**config.mk**
```make
export PLATFORM = sky130hd
export DESIGN_NAME = tile_pwr_seq
export DESIGN_NICKNAME = d
export VERILOG_FILES = /design/src/rtl/tpg_pkg.sv /design/src/rtl/tpg_settle_timer.sv /design/src/rtl/tpg_seq.sv /design/src/rtl/tile_pwr_seq.sv
export SDC_FILE = /design/constraint.sdc
export NUM_CORES = 1
export LEC_CHECK = 0
export BUFFER_PORTS_ARGS = -buffer_cell sky130_fd_sc_hd__buf_2
export CAP_MARGIN = 20
export CORE_UTILIZATION = 40
export DETAILED_ROUTE_END_ITERATION = 8
export PLACE_DENSITY = 0.66
export SETUP_SLACK_MARGIN = 0.5
export SYNTH_ARGS = -nofsm -noshare
export SYNTH_HDL_FRONTEND = slang
export SYNTH_SLANG_ARGS = --single-unit
```
**constraint.sdc**
```tcl
create_clock -name clk -period 5.2 [get_ports clk]
set_input_delay 0.78 -clock clk [delete_from_list [all_inputs] [get_ports clk]]
set_output_delay 0.78 -clock clk [all_outputs]
set_load 0.01 [all_outputs]
```
**src/rtl/tpg_pkg.sv**
```systemverilog
`timescale 1ns/1ps
package tpg_pkg;

  typedef enum logic [3:0] {
    ST_RUN, ST_PREP, ST_READY, ST_ARMED,
    ST_DN_ISO, ST_DN_RST, ST_GATED, ST_UP_SETTLE, ST_UP_ISO
  } tpg_state_e;

  localparam int unsigned OFS_PREP   = 'h00;
  localparam int unsigned OFS_GATE   = 'h04;
  localparam int unsigned OFS_PC_LO  = 'h10;
  localparam int unsigned OFS_PC_HI  = 'h14;
  localparam int unsigned OFS_WMASK  = 'h20;
  localparam int unsigned OFS_SETTLE = 'h24;

  // handshake field positions shared by both control words
  localparam int B_ENA_REQ = 31;
  localparam int B_ENA_ACK = 30;
  localparam int B_DIS_REQ = 29;
  localparam int B_DIS_ACK = 28;
  // response fields
  localparam int B_CACHE_NQ = 18;
  localparam int B_PMC_FAIL = 17;
  localparam int B_PMC_DENY = 16;
  localparam int B_BUS_ERR  = 15;
  localparam int B_MAST_NQ  = 14;
  localparam int B_WAKE     = 12;
  localparam int B_ABORT    = 2;
  localparam int B_WARM     = 1;

  typedef struct packed {
    logic ena_req;
    logic ena_ack;
    logic dis_req;
    logic dis_ack;
  } hs_t;

  // resp = {cache_nq, pmc_fail, pmc_deny, bus_err, wake}
  function automatic logic [31:0] prep_word(hs_t h, logic [4:0] resp, logic abort);
    logic [31:0] w;
    w = '0;
    w[B_ENA_REQ] = h.ena_req;  w[B_ENA_ACK] = h.ena_ack;
    w[B_DIS_REQ] = h.dis_req;  w[B_DIS_ACK] = h.dis_ack;
    w[B_CACHE_NQ] = resp[4];   w[B_PMC_FAIL] = resp[3];
    w[B_PMC_DENY] = resp[2];   w[B_BUS_ERR]  = resp[1];
    w[B_WAKE]     = resp[0];   w[B_ABORT]    = abort;
    return w;
  endfunction

  // resp = {pmc_fail, pmc_deny, bus_err, mast_nq}
  function automatic logic [31:0] gate_word(hs_t h, logic [3:0] resp, logic warm);
    logic [31:0] w;
    w = '0;
    w[B_ENA_REQ] = h.ena_req;  w[B_ENA_ACK] = h.ena_ack;
    w[B_DIS_REQ] = h.dis_req;  w[B_DIS_ACK] = h.dis_ack;
    w[B_PMC_FAIL] = resp[3];   w[B_PMC_DENY] = resp[2];
    w[B_BUS_ERR]  = resp[1];   w[B_MAST_NQ]  = resp[0];
    w[B_WARM]     = warm;
    return w;
  endfunction

endpackage

```
**src/rtl/tpg_settle_timer.sv**
```systemverilog
`timescale 1ns/1ps
module tpg_settle_timer #(
  parameter int W = 8
) (
  input  logic         clk,
  input  logic         rst_n,
  input  logic         start,
  input  logic [W-1:0] load,
  output logic         done
);
  logic [W-1:0] cnt;
  logic         busy;

  always_ff @(posedge clk or negedge rst_n) begin
    if (!rst_n) begin
      cnt  <= '0;
      busy <= 1'b0;
    end else if (start) begin
      cnt  <= load;
      busy <= 1'b1;
    end else if (busy) begin
      if (cnt == '0) busy <= 1'b0;
      else           cnt  <= cnt - 1'b1;
    end
  end

  assign done = busy && (cnt == '0);

  // the count window closes exactly once per start
  assert_done_closes_R10: assert property (@(posedge clk) disable iff (!rst_n)
    (done && !start) |=> !done);

endmodule

```
**src/rtl/tpg_seq.sv**
```systemverilog
`timescale 1ns/1ps
module tpg_seq
  import tpg_pkg::*;
(
  input  logic        clk,
  input  logic        rst_n,
  input  logic        prep_wr,
  input  logic        gate_wr,
  input  logic        w_ena,
  input  logic        w_dis,
  input  logic        wake,
  input  logic        core_halted,
  input  logic        cache_quiet,
  input  logic        master_quiet,
  input  logic        bus_err,
  input  logic        pmc_grant,
  input  logic        pmc_deny,
  input  logic        pmc_fail,
  input  logic        settle_done,
  output logic        settle_start,
  output logic        pmc_req,
  output logic        iso_en,
  output logic        tile_rst,
  output logic        pwr_en,
  output logic        warm,
  output logic [31:0] prep_word_o,
  output logic [31:0] gate_word_o
);
  tpg_state_e state_q;
  hs_t        ph, gh;
  logic [4:0] p_resp;
  logic       p_abort;
  logic [3:0] g_resp;
  logic       g_warm;

  logic       p_take, g_take, pmc_answer;
  logic [4:0] live;
  logic [3:0] g_now;
  logic       ev_prep_abort, ev_gate_fire;

  assign p_take     = prep_wr && (w_ena || w_dis);
  assign g_take     = gate_wr && (w_ena || w_dis);
  assign pmc_answer = pmc_grant || pmc_deny || pmc_fail;
  assign live       = {~cache_quiet, 1'b0, 1'b0, bus_err, wake};
  assign g_now      = {pmc_fail, pmc_deny, bus_err, ~master_quiet};

  assign ev_prep_abort = (state_q == ST_PREP) && wake;
  assign ev_gate_fire  = (state_q == ST_ARMED) && !wake && !gh.dis_req &&
                         core_halted && (g_now == '0);

  always_ff @(posedge clk or negedge rst_n) begin
    if (!rst_n) begin
      state_q <= ST_RUN;
      ph      <= '0;
      gh      <= '0;
      p_resp  <= '0;
      p_abort <= 1'b0;
      g_resp  <= '0;
      g_warm  <= 1'b0;
    end else begin
      case (state_q)
        ST_RUN: begin
          if (ph.dis_req) begin
            ph.dis_ack <= 1'b1; ph.dis_req <= 1'b0; ph.ena_req <= 1'b0;
          end else if (ph.ena_req && !ph.ena_ack) begin
            state_q <= ST_PREP;
          end
          if (gh.dis_req) begin
            gh.dis_ack <= 1'b1; gh.dis_req <= 1'b0; gh.ena_req <= 1'b0;
          end
        end
        ST_PREP: begin
          if (wake) begin
            ph.ena_ack <= 1'b1; ph.ena_req <= 1'b0;
            p_resp[0]  <= 1'b1; p_abort    <= 1'b1;
            state_q    <= ST_RUN;
          end else if (ph.dis_req) begin
            ph.dis_ack <= 1'b1; ph.dis_req <= 1'b0; ph.ena_req <= 1'b0;
            state_q    <= ST_RUN;
          end else if (pmc_answer) begin
            ph.ena_ack <= 1'b1;
            p_resp     <= {~cache_quiet, pmc_fail, pmc_deny, bus_err, 1'b0};
            state_q    <= ST_READY;
          end
        end
        ST_READY: begin
          p_resp <= p_resp | live;
          if (ph.dis_req) begin
            ph.dis_ack <= 1'b1; ph.dis_req <= 1'b0; ph.ena_req <= 1'b0;
            gh.ena_req <= 1'b0;
            state_q    <= ST_RUN;
          end else if (gh.dis_req) begin
            gh.dis_ack <= 1'b1; gh.dis_req <= 1'b0; gh.ena_req <= 1'b0;
          end else if (gh.ena_req && !gh.ena_ack) begin
            state_q <= ST_ARMED;
          end
        end
        ST_ARMED: begin
          p_resp <= p_resp | live;
          if (wake) begin
            gh.ena_req <= 1'b0;
            state_q    <= ST_READY;
          end else if (gh.dis_req) begin
            gh.dis_ack <= 1'b1; gh.dis_req <= 1'b0; gh.ena_req <= 1'b0;
            state_q    <= ST_READY;
          end else if (core_halted) begin
            gh.ena_ack <= 1'b1;
            g_resp     <= g_now;
            if (g_now != '0) begin
              gh.ena_req <= 1'b0;
              state_q    <= ST_READY;
            end else begin
              state_q <= ST_DN_ISO;
            end
          end
        end
        ST_DN_ISO: state_q <= ST_DN_RST;
        ST_DN_RST: state_q <= ST_GATED;
        ST_GATED: begin
          if (wake) begin
            ph.ena_req <= 1'b0;
            gh.ena_req <= 1'b0;
            state_q    <= ST_UP_SETTLE;
          end
        end
        ST_UP_SETTLE: if (settle_done) state_q <= ST_UP_ISO;
        ST_UP_ISO: begin
          g_warm  <= 1'b1;
          state_q <= ST_RUN;
        end
        default: state_q <= ST_RUN;
      endcase
      // a fresh request write overrides the state update of the same cycle
      if (p_take) begin
        ph      <= '{w_ena, 1'b0, w_dis, 1'b0};
        p_resp  <= '0;
        p_abort <= 1'b0;
      end
      if (g_take) begin
        gh     <= '{w_ena, 1'b0, w_dis, 1'b0};
        g_resp <= '0;
        g_warm <= 1'b0;
      end
    end
  end

  assign settle_start = (state_q == ST_GATED) && wake;
  assign pmc_req  = state_q inside {ST_PREP, ST_READY, ST_ARMED, ST_DN_ISO, ST_DN_RST, ST_GATED};
  assign iso_en   = state_q inside {ST_DN_ISO, ST_DN_RST, ST_GATED, ST_UP_SETTLE};
  assign tile_rst = state_q inside {ST_DN_RST, ST_GATED, ST_UP_SETTLE, ST_UP_ISO};
  assign pwr_en   = (state_q != ST_GATED);
  assign warm     = g_warm;
  assign prep_word_o = prep_word(ph, p_resp, p_abort);
  assign gate_word_o = gate_word(gh, g_resp, g_warm);

  assert_abort_acks_R3: assert property (@(posedge clk) disable iff (!rst_n)
    (ev_prep_abort && !p_take) |=> (ph.ena_ack && p_abort && !pmc_req));
  assert_fire_isolates_R7: assert property (@(posedge clk) disable iff (!rst_n)
    ev_gate_fire |=> (iso_en && pwr_en && !tile_rst));
  assert_iso_needs_halt_R7: assert property (@(posedge clk) disable iff (!rst_n)
    $rose(iso_en) |-> $past(core_halted));
  assert_rst_after_iso_R8: assert property (@(posedge clk) disable iff (!rst_n)
    $rose(tile_rst) |-> $past(iso_en));
  assert_off_after_rst_R8: assert property (@(posedge clk) disable iff (!rst_n)
    $fell(pwr_en) |-> ($past(tile_rst) && iso_en));
  assert_iso_drop_in_reset_R10: assert property (@(posedge clk) disable iff (!rst_n)
    $fell(iso_en) |-> (tile_rst && pwr_en));

endmodule

```
**src/rtl/tile_pwr_seq.sv**
```systemverilog
`timescale 1ns/1ps
module tile_pwr_seq
  import tpg_pkg::*;
#(
  parameter int ADDR_W      = 8,
  parameter int SETTLE_W    = 8,
  parameter int SETTLE_INIT = 4
) (
  input  logic              clk,
  input  logic              rst_n,
  input  logic              bus_wr,
  input  logic [ADDR_W-1:0] bus_addr,
  input  logic [31:0]       bus_wdata,
  output logic [31:0]       bus_rdata,
  input  logic              core_halted,
  input  logic              wake_in,
  input  logic              cache_quiet,
  input  logic              master_quiet,
  input  logic              bus_err,
  output logic              pmc_req,
  input  logic              pmc_grant,
  input  logic              pmc_deny,
  input  logic              pmc_fail,
  output logic              iso_en,
  output logic              pwr_en,
  output logic              tile_rst,
  output logic [63:0]       resume_pc,
  output logic              warm_boot
);
  localparam int WORD_W = 32;
  localparam int PC_W   = 2 * WORD_W;

  logic [WORD_W-1:0]   pc_lo, pc_hi;
  logic                wake_en, wm_ack;
  logic [SETTLE_W-1:0] settle_q;
  logic [31:0]         prep_w, gate_w;
  logic                wake, settle_start, settle_done;
  logic                wr_prep, wr_gate, wr_lo, wr_hi, wr_wm, wr_settle;

  function automatic logic hit(logic [ADDR_W-1:0] a, int unsigned ofs);
    return a == ADDR_W'(ofs);
  endfunction

  assign wr_prep   = bus_wr && hit(bus_addr, OFS_PREP);
  assign wr_gate   = bus_wr && hit(bus_addr, OFS_GATE);
  assign wr_lo     = bus_wr && hit(bus_addr, OFS_PC_LO);
  assign wr_hi     = bus_wr && hit(bus_addr, OFS_PC_HI);
  assign wr_wm     = bus_wr && hit(bus_addr, OFS_WMASK);
  assign wr_settle = bus_wr && hit(bus_addr, OFS_SETTLE);

  always_ff @(posedge clk or negedge rst_n) begin
    if (!rst_n) begin
      pc_lo    <= '0;
      pc_hi    <= '0;
      wake_en  <= 1'b1;
      wm_ack   <= 1'b0;
      settle_q <= SETTLE_W'(SETTLE_INIT);
    end else begin
      if (wr_lo)     pc_lo    <= bus_wdata;
      if (wr_hi)     pc_hi    <= bus_wdata;
      if (wr_settle) settle_q <= bus_wdata[SETTLE_W-1:0];
      if (wr_wm) begin
        wm_ack <= bus_wdata[B_ENA_REQ];
        if (bus_wdata[B_ENA_REQ]) wake_en <= bus_wdata[0];
      end
    end
  end

  assign wake      = wake_in && wake_en;
  assign resume_pc = PC_W'({pc_hi, pc_lo});

  always_comb begin
    bus_rdata = '0;
    if (hit(bus_addr, OFS_PREP))   bus_rdata = prep_w;
    if (hit(bus_addr, OFS_GATE))   bus_rdata = gate_w;
    if (hit(bus_addr, OFS_PC_LO))  bus_rdata = pc_lo;
    if (hit(bus_addr, OFS_PC_HI))  bus_rdata = pc_hi;
    if (hit(bus_addr, OFS_WMASK))  bus_rdata = {1'b0, wm_ack, 29'd0, wake_en};
    if (hit(bus_addr, OFS_SETTLE)) bus_rdata = 32'(settle_q);
  end

  tpg_seq u_seq (
    .clk         (clk),
    .rst_n       (rst_n),
    .prep_wr     (wr_prep),
    .gate_wr     (wr_gate),
    .w_ena       (bus_wdata[B_ENA_REQ]),
    .w_dis       (bus_wdata[B_DIS_REQ]),
    .wake        (wake),
    .core_halted (core_halted),
    .cache_quiet (cache_quiet),
    .master_quiet(master_quiet),
    .bus_err     (bus_err),
    .pmc_grant   (pmc_grant),
    .pmc_deny    (pmc_deny),
    .pmc_fail    (pmc_fail),
    .settle_done (settle_done),
    .settle_start(settle_start),
    .pmc_req     (pmc_req),
    .iso_en      (iso_en),
    .tile_rst    (tile_rst),
    .pwr_en      (pwr_en),
    .warm        (warm_boot),
    .prep_word_o (prep_w),
    .gate_word_o (gate_w)
  );

  tpg_settle_timer #(.W(SETTLE_W)) u_settle (
    .clk  (clk),
    .rst_n(rst_n),
    .start(settle_start),
    .load (settle_q),
    .done (settle_done)
  );

  assert_wmask_ack_R12: assert property (@(posedge clk) disable iff (!rst_n)
    (wr_wm && bus_wdata[B_ENA_REQ]) |=> wm_ack);
  assert_pc_held_gated_R11: assert property (@(posedge clk) disable iff (!rst_n)
    (!pwr_en && !wr_lo && !wr_hi) |=> $stable(resume_pc));

endmodule

```
==> summary.md, run 1 <==
| Metric | Value |
|---|---|
| Status | `complete, no violations` |
| FFs w/ async S/R, synth | `100%` |
| Clk_lat worst skew | `roughly 0.34 ns` |
| Worst Hold Class | `primary input to async pin` |
| Inserted Clock Buffers | `9` |
| Die height | `approximately 120 um` |
| Largest family of logic cells by synthesized area | `multiplexers` |
| Iteration count of the initial detailed-routing pass | `5` |
| Slew @ Worst Pin | `around 1 ns` |
| IO Port Bufs | `~150` |
| Via Count | `about 4300` |
| Hold WS | `0.439 ns` |
| Initial drt markers | `between 200 and 300` |
| Worst setup SP type | `primary input` |
| Num rows | `slightly above 40` |
| Clk slew on worst S/H paths | `roughly 0.07 ns` |
| Clock Skews | `between 0.009 and 0.01 ns` |
| Mux cell area share after synthesis | `20.4%` |
| EDFF count, synth | `0` |
| ANT cells | `0` |
| Top cells by count, synth | `dfrtp_1 (104), mux2_1 (72), nand2_1 (29)` |
| Cells after synthesis | `between 400 and 500` |
| Crit-path max cell delay | `about 0.90 ns` |
| RePlAce Congestion | `0.815` |
| Routed len/inst | `18.4 um` |
| Core Area | `~0.013 mm^2` |
| Crit path required time | `between 4 and 5 ns` |
| Clock Root Buffer | `clkbuf_16` |
| I/O pin count | `~150` |
| Post-placement cell count | `757` |
| ANT nets after route | `0` |
| Share of layout cells above drive strength 1 | `between 30% and 40%` |
| Min Clock Period, post-route | `between 3 and 4 ns` |
| Synth cell types | `66` |
| Dpl hpwl | `slightly above 10000 um` |
| Max VDD drop | `between 100 and 150 uV` |
| Hold buffer count at CTS | `0` |
| Worst path bufs/invs | `3` |
| Max capacitance violation total | `0` |
| # H-tree levels | `3` |
| Adder-Cell Fraction of Synth Area | `less than 1%` |
| Total congestion overflow | `0` |
| CP most frequent cell | `buf_2` |
| Final WL | `between 10000 and 15000 um` |
| Mapped cell area | `between 0.005 and 0.006 mm^2` |
| Worst slew margin | `33.8%` |
| CP arrival | `approximately 2.8 ns` |
| Simple-Gate Fraction of Synth Area | `around 13%` |
| Final worst path period share | `69.2%` |
| Post-CTS Setup Repair Bufs | `0` |
| Int Power | `around 1.5 mW` |
| Slowest-stage cell, CP | `and4_1` |
| Final nets | `650` |
| Total negative slack | `0 ns` |
| CTS tree | `yes` |
| Fillers | `approximately 1200` |
| CTS resizes | `0` |
| P per Cell Area | `approximately 340 mW/mm^2` |
| Switching power | `approximately 0.7 mW` |
| Synth area leader | `dfrtp_1` |
| Sequential power share | `approximately 47%` |
| Sequential-to-total area share from yosys stat | `between 40 and 50%` |
| Main synth FF type | `dfrtp_1` |
| Cell with the most instances after synthesis | `dfrtp_1` |
| Area of the die | `~0.014 mm^2` |
| Final Max Slew Viols | `0` |
| Switching portion of total power | `approximately a third` |
| Synthesis Warnings | `0` |
| Vias in the first global route | `~4200` |
| Synth Area in XOR/XNOR | `less than 1%` |
| Final hold violation count | `0` |
| Via density | `around 5.5` |
| RSZ-0062 raised after global routing | `false` |
| Seq cells post-synth | `about 110` |
| Mapped Avg Cell Area | `~12 um^2` |
| Crit. End Element | `primary output` |
| Initial core utilization | `41.6%` |
| First-pass GRT wire length | `around 23000 um` |
| Die X | `about 120 um` |
| Final setup vio count | `0` |
| Multi-input logic area | `0.00250 mm^2` |
| Synth Area in Compound Gates | `12.4%` |
| CP Cell Sequence | `buf_2 > nor3_2 > and4_1 > a222oi_1 > inv_1 > buf_2` |
| Synth-to-Final Area Change | `22.2%` |
| Final Power | `2.20 mW` |
| Final std cells w/o fill | `slightly below 800` |
| Crit path kind | `primary input to primary output` |
| Clk pwr share | `29.7%` |
| Largest net degree at the start of global routing | `59` |
| Drt drc | `0` |
| Main area contributors after synthesis | `dfrtp_1 (49%), mux2_1 (15%), mux4_2 (3.0%)` |
| Combinational power share | `between 20% and 30%` |
| Total global-route track usage | `20.9%` |
| Leakage | `roughly 3.4 nW` |
| Syn Nets | `510` |
| Total area of sequential cells | `between 0.002 and 0.003 mm^2` |
| Critical Path Fanout Max | `22` |
| CTS sink count | `between 100 and 150` |
| Post-synth top area share | `48.8%` |
| Fmax achieved | `278 MHz` |
| Clock buffer depth | `2` |
| Initial antenna violation count | `1` |
| Top delay family on crit path | `simple AND/OR/NAND/NOR gates` |
[area by class of cell]
cell class	instances	share of cell area (%)
flip-flops and latches	106	40.7
well taps	172	3.30
multi-input cells	306	38.3
clock inverters	7	0.902
inverters	17	0.979
clock buffers	9	3.46
repair buffers	157	12.3
[cell families after synthesis]
family / count (synthesis)
and+or+nand+nor: 117
adders and majority gates: 2
AOI/OAI and AO/OA: 91
muxes: 90
DFF: 106
buffers and inverters: 45
xor gates and xnor gates: 6
[sequential cells by signal (all words and copies together), names as in the netlist, 4 cells and up]
register and count:
pc_hi 32, pc_lo 32, settle_q 8, u_seq.g_resp 4, u_seq.gate_word_o 4, u_seq.p_resp 5
u_seq.prep_word_o 4, u_seq.state_q 4, u_settle.cnt 8
[path summary, 6_finish.rpt]
| path | endpoint | from | cells after the start | slack [ns] |
|---|---|---|---|---|
| hold reg to reg | u_seq.gate_word_o[28] | u_seq.gate_word_o[28] | 2 | 0.50 |
| hold / removal | pc_hi[12] | rst_n | 1 | 0.44 |
| setup reg to reg | u_seq.state_q[0] | u_seq.state_q[0] | 4 | 2.89 |
| min in group clk | u_seq.gate_word_o[28] | u_seq.gate_word_o[28] | 2 | 0.50 |
| max in group asynchronous | u_settle.cnt[6] | rst_n | 2 | 3.59 |
| setup / recovery | bus_rdata[5] | bus_addr[5] | 6 | 1.60 |
[cell usage in the layout, fill, tap and decap left out, drive strengths merged, types with 5 or more instances in the layout]
cell type	n
a22o	16
dfrtp	104
inv	20
a211oi	9
nor4b	5
xor2	5
mux2	75
o21ai	20
nand3	6
a21oi	15
nand2	29
buf	156
nor3	10
and3	9
nor2	24
clkbuf	10
mux4	7
nand2b	6
mux2i	8
[per-stage QoR]
stage / cell area, um^2 / worst slack [ns] / util [%]
finish: 6520 / 1.60 / 50.8
global route: 6520 / 1.43 / 50.8
CTS: 6510 / 1.63 / 50.8
detailed placement: 6230 / 1.63 / 48.5
global placement: 6230 / 1.76 / 48.5
floorplan: 5340 / 2.40 / -
[worst reg2reg max path, delay by kind of cell, from the launching register on]
kind	cells	cell delay [ns]
AOI/OAI and AO/OA	1	0.45
DFF	1	0.69
muxes	1	0.29
and+or+nand+nor	2	0.77
[layer usage]
layer,vias up,wire length (um),track usage (%)
li1,1979,-,-
met1,2149,6210,26.7
met2,152,6940,35.5
met3,11,904,5.14
met4,2,134,5.05
met5,-,13,0
[power by group through the flow]
stage | logic, mW | registers [mW] | clock network, mW
after floorplan | 0.381 | 1.00 | 0
after global placement | 0.494 | 1.05 | 0
after detailed placement | 0.503 | 1.06 | 0
after CTS | 0.505 | 1.04 | 0.667
after global routing | 0.555 | 1.06 | 0.699
final | 0.503 | 1.04 | 0.654
Note: power is estimated with default switching activity, not from simulation.
==> inputs of run 2 (changes only) <==
--- a/config.mk
+++ b/config.mk
@@ -5,6 +5,7 @@
 export SDC_FILE = /design/constraint.sdc
 export NUM_CORES = 1
 export LEC_CHECK = 0
+export ABC_AREA = 1
 export BUFFER_PORTS_ARGS = -buffer_cell sky130_fd_sc_hd__buf_2
 export CAP_MARGIN = 20
 export CORE_UTILIZATION = 40
==> constraint.sdc (replaced) <==
create_clock -name clk -period 3.62 [get_ports clk]
set_input_delay 0.543 -clock clk [delete_from_list [all_inputs] [get_ports clk]]
set_output_delay 0.543 -clock clk [all_outputs]
set_load 0.01 [all_outputs]
==> run 2 against run 1 <==
Count of clock-buffer cells in the layout increased by 3. Sequential power increased by 36%. Clock power increased by 61%. Worst hold slack got worse by 0.28 ns. Synthesized cell count increased by 44%. Wire length increased by 4.8%. Critical path depth increased by 2. Via count increased by 15%. Sequential share of layout area decreased by 0.45 points. Design area increased by 1.1%. Sequential cell count unchanged.
==> summary.md, run 2 <==
| Metric | Value |
|---|---|
| Initial core utilization | `40.8% (-0.76 points)` |
| R2R cell count | `7 (+3)` |
| I/O pin count | `152 (unchanged)` |
| Mapped cell area | `0.00539 mm^2 (+0.96%)` |
| CTS tree | `yes` |
| GR met2 Demand/Resource | `34.6% (-0.83 points)` |
| First-pass GRT wire length | `24300 um (+6.7%)` |
| Final setup vio count | `0 (unchanged)` |
| Commonest non-fill, non-tap cell in the layout | `nand2_1` |
| IO Port Bufs | `151 (unchanged)` |
| Main synth FF type | `dfrtp_1` |
| Drt drc | `0 (unchanged)` |
| Initial antenna violation count | `0 (-1)` |
| # H-tree levels | `3 (unchanged)` |
| Largest net degree at the start of global routing | `65 (+10%)` |
| Top cells by count, synth | `nand2_1 (188), dfrtp_1 (104), inv_1 (69)` |
| EDFF count, synth | `0 (unchanged)` |
| Via density | `5.03 (-9.3%)` |
| Max capacitance violation total | `0 (unchanged)` |
| Total congestion overflow | `0 (unchanged)` |
| Clock Root Buffer | `clkbuf_16` |
| Core Area | `0.0132 mm^2 (+2.8%)` |
| Clk_lat worst skew | `0.34 ns (about the same)` |
| Worst setup SP type | `primary input` |
| Total negative slack | `0 ns (unchanged)` |
| Main area contributors after synthesis | `dfrtp_1 (48%), nand2_1 (13%), o21ai_1 (5.8%)` |
| Max VDD drop | `256 uV (+86%)` |
| Min Clock Period, post-route | `about 2.6 ns` |
| CTS resizes | `0 (unchanged)` |
| Met3 GRT Util | `4.70% (-0.44 points)` |
| P per Cell Area | `494 mW/mm^2 (+46%)` |
| Synth-to-Final Area Change | `22.3%` |
| Vias in the first global route | `4712 (+12%)` |
| Final Max Slew Viols | `0 (unchanged)` |
| Dpl hpwl | `10800 um (+5.1%)` |
| Via Count | `4953 (+15%)` |
| Final hold violation count | `0 (unchanged)` |
| Seq cells post-synth | `106 (unchanged)` |
| Crit path kind | `primary input to primary output` |
| ANT nets after route | `0 (unchanged)` |
| Post-synth top area share | `48.3% (-0.46 points)` |
| Synth cell types | `36 (-45%)` |
| Final worst path period share | `between 70% and 80%` |
| Area of the die | `0.0139 mm^2 (+0.95%)` |
| CP arrival | `2.05 ns (-0.77 ns)` |
| Die height | `118 um (+0.47%)` |
| Biggest registers after layout | `pc_hi: 32 flops, pc_lo: 32 flops` |
| Worst Hold Class | `primary input to async pin` |
| Mapped Avg Cell Area | `8.17 um^2 (-30%)` |
| Inserted Clock Buffers | `9 (unchanged)` |
| Total global-route track usage | `22.1% (+1.3 points)` |
| Slew @ Worst Pin | `0.668 ns (-0.321 ns)` |
| Cells after synthesis | `659 (+44%)` |
| Clk slew on worst S/H paths | `0.07 ns (about the same)` |
| Hold buffer count at CTS | `0 (unchanged)` |
| Routed len/inst | `15.1 um (-18%)` |
| Sequential-to-total area share from yosys stat | `49.3% (-0.47 points)` |
| Final WL | `14900 um (+4.8%)` |
| Crit path required time | `3.08 ns (-1.34 ns)` |
| Synth area leader | `dfrtp_1` |
| Worst slew margin | `55.5% (+22 points)` |
| R2R setup slack | `1.92 ns (-0.97 ns)` |
| Synthesis Warnings | `0 (unchanged)` |
| ANT cells | `0 (unchanged)` |
| Reg2Reg Launch Point | `wake_en` |
| Clock buffer depth | `2 (unchanged)` |
| RePlAce Congestion | `0.838 (+2.8%)` |
| Post-CTS Setup Repair Bufs | `0 (unchanged)` |
| Crit. End Element | `primary output` |
| Leakage | `3.58 nW (+4.6%)` |
| Status | `complete, no violations` |
| Share of layout cells above drive strength 1 | `27.2% (-5.4 points)` |
| Die X | `118 um (+0.47%)` |
| Syn Nets | `712 (+40%)` |
| Final nets | `857 (+32%)` |
| RSZ-0062 raised after global routing | `false` |
| Placed cell area | `0.00628 mm^2 (+0.82%)` |
| Most frequent cells in the layout | `nand2_1 (188), buf_2 (150), dfrtp_1 (104), inv_1 (69), o21ai_1 (62)` |
| Clock Skews | `0.00924 ns (-0.0000716 ns)` |
| CTS sink count | `106 (unchanged)` |
| Iteration count of the initial detailed-routing pass | `7 (+2)` |
| Cell with the most instances after synthesis | `nand2_1` |
| FFs w/ async S/R, synth | `100% (unchanged)` |
| Met1 usage | `30.6% (+3.9 points)` |
| Reg2reg end | `u_seq.state_q[0]` |
| Critical Path Fanout Max | `26 (+18%)` |
| Most used routing layer | `met2` |
| Fmax achieved | `between 300 and 400 MHz` |
| Initial drt markers | `300 (+8.7%)` |
| Num rows | `42 (+2.4%)` |
| Final Cell Area | `0.00659 mm^2 (+1.1%)` |
[run 2: changes by cell type in the layout (fill, tap and decap cells not counted), sizes merged, moves of 5 or more]
cell / change
nand2: +175
o21ai: +77
mux2: -75
inv: +57
nand3: +41
nor2: +19
a211oi: -9
and3: -9
mux2i: -8
o211ai: +8
mux4: -7
nand2b: -6
nor3: -6
nor4b: -5
[run 2: logic make-up (layout without fill, tap and decap cells)]
kind of cell	count (synthesis)	after routing	share of synthesized area, %
and+or+nand+nor	304	304	26.1
xor gates and xnor gates	3	3	0.488
AOI/OAI and AO/OA	145	145	15.9
buffers and inverters	99	249	7.76
adders and majority gates	2	2	0.465
DFF	106	106	49.3
[run 2: area by class of cell]
type,count,area (um^2)
Timing Repair Buffer,157,803
Multi-Input combinational cell,454,2310
Sequential cell,106,2660
Clock inverter,4,76.3
Tap cell,176,220
Clock buffer,12,236
Fill cell,1348,6600
Inverter,76,285
[run 2: routing by layer]
metal | share of wire (%) | routed length (um) | up-vias
li1 | - | - | 2441
met1 | 46 | 6900 | 2317
met2 | 46 | 6860 | 172
met3 | 5.4 | 806 | 23
met4 | 2.1 | 309 | 0
met5 | 0 | 0 | -
[run 2: per-stage QoR]
step / cells / setup WS (ns) / util, % / power (mW) / hold WS (ns)
2_1_floorplan: 659 / 1.61 / - / 1.97 / 0.247
3_3_place_gp: 969 / 1.06 / 47.6 / 2.22 / 0.475
3_5_place_dp: 969 / 1.02 / 47.6 / 2.23 / 0.475
4_1_cts: 985 / 1.02 / 50.0 / 3.28 / 0.183
5_1_grt: 985 / 0.960 / 50.0 / 3.44 / 0.192
6_report: 985 / 1.03 / 50.0 / 3.26 / 0.161
[run 2: critical path: stages]
cell,delay (ns)
buf_2,0.11
nor2_4,0.13
nand3_4,0.20
nor2_4,0.26
buf_4,0.37
nand2_1,0.10
o2111ai_1,0.14
buf_2,0.18
[run 2: report_power, final]
part	switching [mW]	internal, mW
sequential	0.114	1.30
combinational	0.512	0.283
clock	0.435	0.610
total	1.06	2.19
[run 2: worst max-delay path by stage]
stage / slack, ns / endpoint / cells past startpoint / from
2_1_floorplan: 1.61 / bus_rdata[29] / 7 / bus_addr[1]
3_3_place_gp: 1.06 / bus_rdata[2] / 8 / bus_addr[1]
3_5_place_dp: 1.02 / bus_rdata[2] / 8 / bus_addr[1]
4_1_cts: 1.02 / bus_rdata[2] / 8 / bus_addr[1]
5_1_grt: 0.96 / bus_rdata[2] / 8 / bus_addr[1]
6_report: 1.03 / bus_rdata[2] / 8 / bus_addr[1]
==> inputs of run 3 (changes only) <==
==> constraint.sdc (replaced) <==
create_clock -name clk -period 2.5 [get_ports clk]
set_input_delay 0.375 -clock clk [delete_from_list [all_inputs] [get_ports clk]]
set_output_delay 0.375 -clock clk [all_outputs]
set_load 0.01 [all_outputs]
==> run 3 against run 2 <==
Worst hold slack improved by 0.084 ns. Non-clock buffer count up 13. Sequential share of layout area is 0.89 points lower. Sequential power rose by 46%. Wire length decreased by 0.82%. Sequential cell count is the same. Via count increased by 1.7%. Clock skew down 0.0032 ns. Clock power is 42% higher. Register-to-register slack worse by 1.1 ns. Design area grew 2.4%. Critical endpoint is now bus_rdata[29]. Largest cell class unchanged. Largest power group unchanged.
==> summary.md, run 3 (same netlist as run 2, synthesis figures left out) <==
| Metric | Value |
|---|---|
| Status | `complete, no violations` |
| Reg2Reg Launch Point | `wake_en` |
| Routed len/inst | `14.8 um (-1.9%)` |
| Die height | `118 um (unchanged)` |
| PnR worst setup slack | `0.551 ns (-0.479 ns)` |
| Largest net degree at the start of global routing | `65 (unchanged)` |
| Die X | `118 um (unchanged)` |
| Final WL | `14800 um (-0.82%)` |
| Final worst path period share | `78.0%` |
| RSZ-0062 raised after global routing | `true` |
| Clk slew on worst S/H paths | `0.06 ns (about the same)` |
| Critical Path Fanout Max | `5 (-81%)` |
| Inserted Clock Buffers | `9 (unchanged)` |
| Worst slew margin | `55.9% (+0.41 points)` |
| CTS tree | `yes` |
| Commonest non-fill, non-tap cell in the layout | `nand2_1` |
| Top delay family on crit path | `compound AO/OA/AOI/OAI gates` |
| Fmax achieved | `about 500 MHz` |
| Iteration count of the initial detailed-routing pass | `8 (+1)` |
| Sequential power share | `43.7% (+0.2 points)` |
| Switching power | `1.53 mW (+44%)` |
| ANT cells | `0 (unchanged)` |
| Core Area | `0.0132 mm^2 (unchanged)` |
| Initial drt markers | `442 (+47%)` |
| Crit. End Element | `primary output` |
| Total congestion overflow | `0 (unchanged)` |
| Clock buffer depth | `2 (unchanged)` |
| RePlAce Congestion | `0.883 (+5.3%)` |
| First-pass GRT wire length | `24200 um (-0.17%)` |
| Biggest registers after layout | `pc_hi: 32 flops, pc_lo: 32 flops` |
| Final hold violation count | `0 (unchanged)` |
| Slew @ Worst Pin | `0.662 ns (-0.00610 ns)` |
| I/O pin count | `152 (unchanged)` |
| Clk pwr share | `31.6% (-0.5 points)` |
| Synth-to-Final Area Change | `25.3%` |
| Worst path bufs/invs | `3 (unchanged)` |
| Crit-path max cell delay | `0.17 ns (-0.20 ns)` |
| ANT nets after route | `0 (unchanged)` |
| Int Power | `3.18 mW (+45%)` |
| Clock Skews | `0.00606 ns (-0.00318 ns)` |
| Final Power | `4.71 mW (+45%)` |
| CP arrival | `1.57 ns (-0.48 ns)` |
| Dpl hpwl | `10900 um (+0.40%)` |
| Initial core utilization | `40.8% (unchanged)` |
| Area of the die | `0.0139 mm^2 (unchanged)` |
| Final nets | `870 (+1.5%)` |
| # H-tree levels | `3 (unchanged)` |
| Clk_lat worst skew | `0.35 ns (about the same)` |
| P per Cell Area | `698 mW/mm^2 (+41%)` |
| CTS sink count | `106 (unchanged)` |
| Num rows | `42 (unchanged)` |
| Drt drc | `0 (unchanged)` |
| Crit path kind | `primary input to primary output` |
| Total global-route track usage | `21.9% (-0.17 points)` |
| Share of layout cells above drive strength 1 | `28.8% (+1.6 points)` |
| Min Clock Period, post-route | `slightly below 2 ns` |
| Combinational power share | `24.8% (+0.4 points)` |
| Most frequent cells in the layout | `nand2_1 (188), buf_2 (150), dfrtp_1 (101), inv_1 (69), o21ai_1 (63)` |
| Critical Path Source | `bus_addr[1]` |
| Via Count | `5035 (+1.7%)` |
| CP Cell Sequence | `buf_2 > nor2_4 > nand2_2 > nor2_4 > inv_1 > o21ai_1 > o21ai_0 > a21oi_1 > buf_2` |
| Total negative slack | `0 ns (unchanged)` |
| Switching portion of total power | `32.4% (-0.15 points)` |
| Max VDD drop | `378 uV (+48%)` |
| IO Port Bufs | `151 (unchanged)` |
| Worst Hold Class | `primary input to flip-flop` |
| Initial antenna violation count | `0 (unchanged)` |
| Leakage | `3.66 nW (+2.3%)` |
| Worst setup SP type | `primary input` |
| Final setup vio count | `0 (unchanged)` |
| Clock Root Buffer | `clkbuf_16` |
| Hold path startpoint | `master_quiet` |
| Slowest-stage cell, CP | `a21oi_1` |
| Vias in the first global route | `4841 (+2.7%)` |
| Max capacitance violation total | `0 (unchanged)` |
| Crit path required time | `2.12 ns (-0.96 ns)` |
| Final Max Slew Viols | `0 (unchanged)` |
| Worst slack at placement | `0.437 ns (-0.587 ns)` |
| Via density | `5.06 (+0.53%)` |
## run 3: changes by cell type in the layout (fill, tap and decap cells not counted), moves of 2 or more
| cell | before | now |
|---|---|---|
| dfrtp_2 | 0 | 3 |
| buf_4 | 7 | 15 |
| dfrtp_1 | 104 | 101 |
| clkbuf_1 | 3 | 1 |
| buf_12 | 0 | 4 |
| nor2_4 | 9 | 11 |
## run 3: worst paths after layout
path / to / slack (ns) / cells after the start
setup / recovery: bus_rdata[29] / 0.55 / 9
hold / removal: u_seq.g_resp[0] / 0.24 / 2
setup reg to reg: u_seq.state_q[0] / 0.84 / 7
hold reg to reg: wm_ack / 0.48 / 2
max in group asynchronous: settle_q[2] / 1.36 / 3
min in group asynchronous: pc_lo[11] / 0.47 / 2
## run 3: per-stage QoR
stage	cell area, um^2	instances	utilization (%)	hold WS (ns)
final	6750	996	51.2	0.245
after detailed placement	6330	970	48.0	0.304
after global placement	6330	970	48.0	0.302
after floorplan	5390	659	-	0.0794
after global routing	6750	996	51.2	0.272
after CTS	6700	991	50.8	0.241
## run 3: what timing repair did
action | in CTS | in global routing
endpoints found under the setup margin | 4 | 7
buffers inserted | 6 | 5
hold endpoints to repair | 22 | 0
gates resized for setup | 0 | 7
hold buffers | 1 | 0
pin swaps | 3 | 2
## run 3: power by group through the flow
stage	clock [mW]	sequential [mW]	combinational (mW)
detailed placement	0	2.07	1.15
CTS	1.52	2.05	1.16
finish	1.49	2.06	1.17
global placement	0	2.07	1.14
global route	1.59	2.08	1.33
floorplan	0	2.04	0.822
## run 3: final cells by class
| type | instances | area [um^2] |
|---|---|---|
| clock buffer | 10 | 229 |
| clock inverter | 4 | 76.3 |
| fill | 1301 | 6440 |
| inverter | 76 | 285 |
| multi-input combinational | 454 | 2330 |
| sequential | 106 | 2660 |
| tap | 176 | 220 |
| timing repair buffer | 170 | 953 |
## run 3: worst reg2reg max path, stage by stage (launching register included)
cell and delay (ns):
dfstp_2 0.58, nand2_2 0.15, nand3_1 0.18, o21ai_0 0.10
a21oi_1 0.30, nand2_2 0.13, nand2_1 0.07, nand2_1 0.05
## run 3: per-layer routing
| layer | share of wire, % | up-vias | GRT usage (%) |
|---|---|---|---|
| met5 | 0 | - | 0 |
| met4 | 1.7 | 0 | 6.65 |
| met3 | 6.9 | 17 | 5.33 |
| met2 | 47 | 182 | 35.2 |
| met1 | 44 | 2367 | 29.3 |
| li1 | - | 2469 | - |
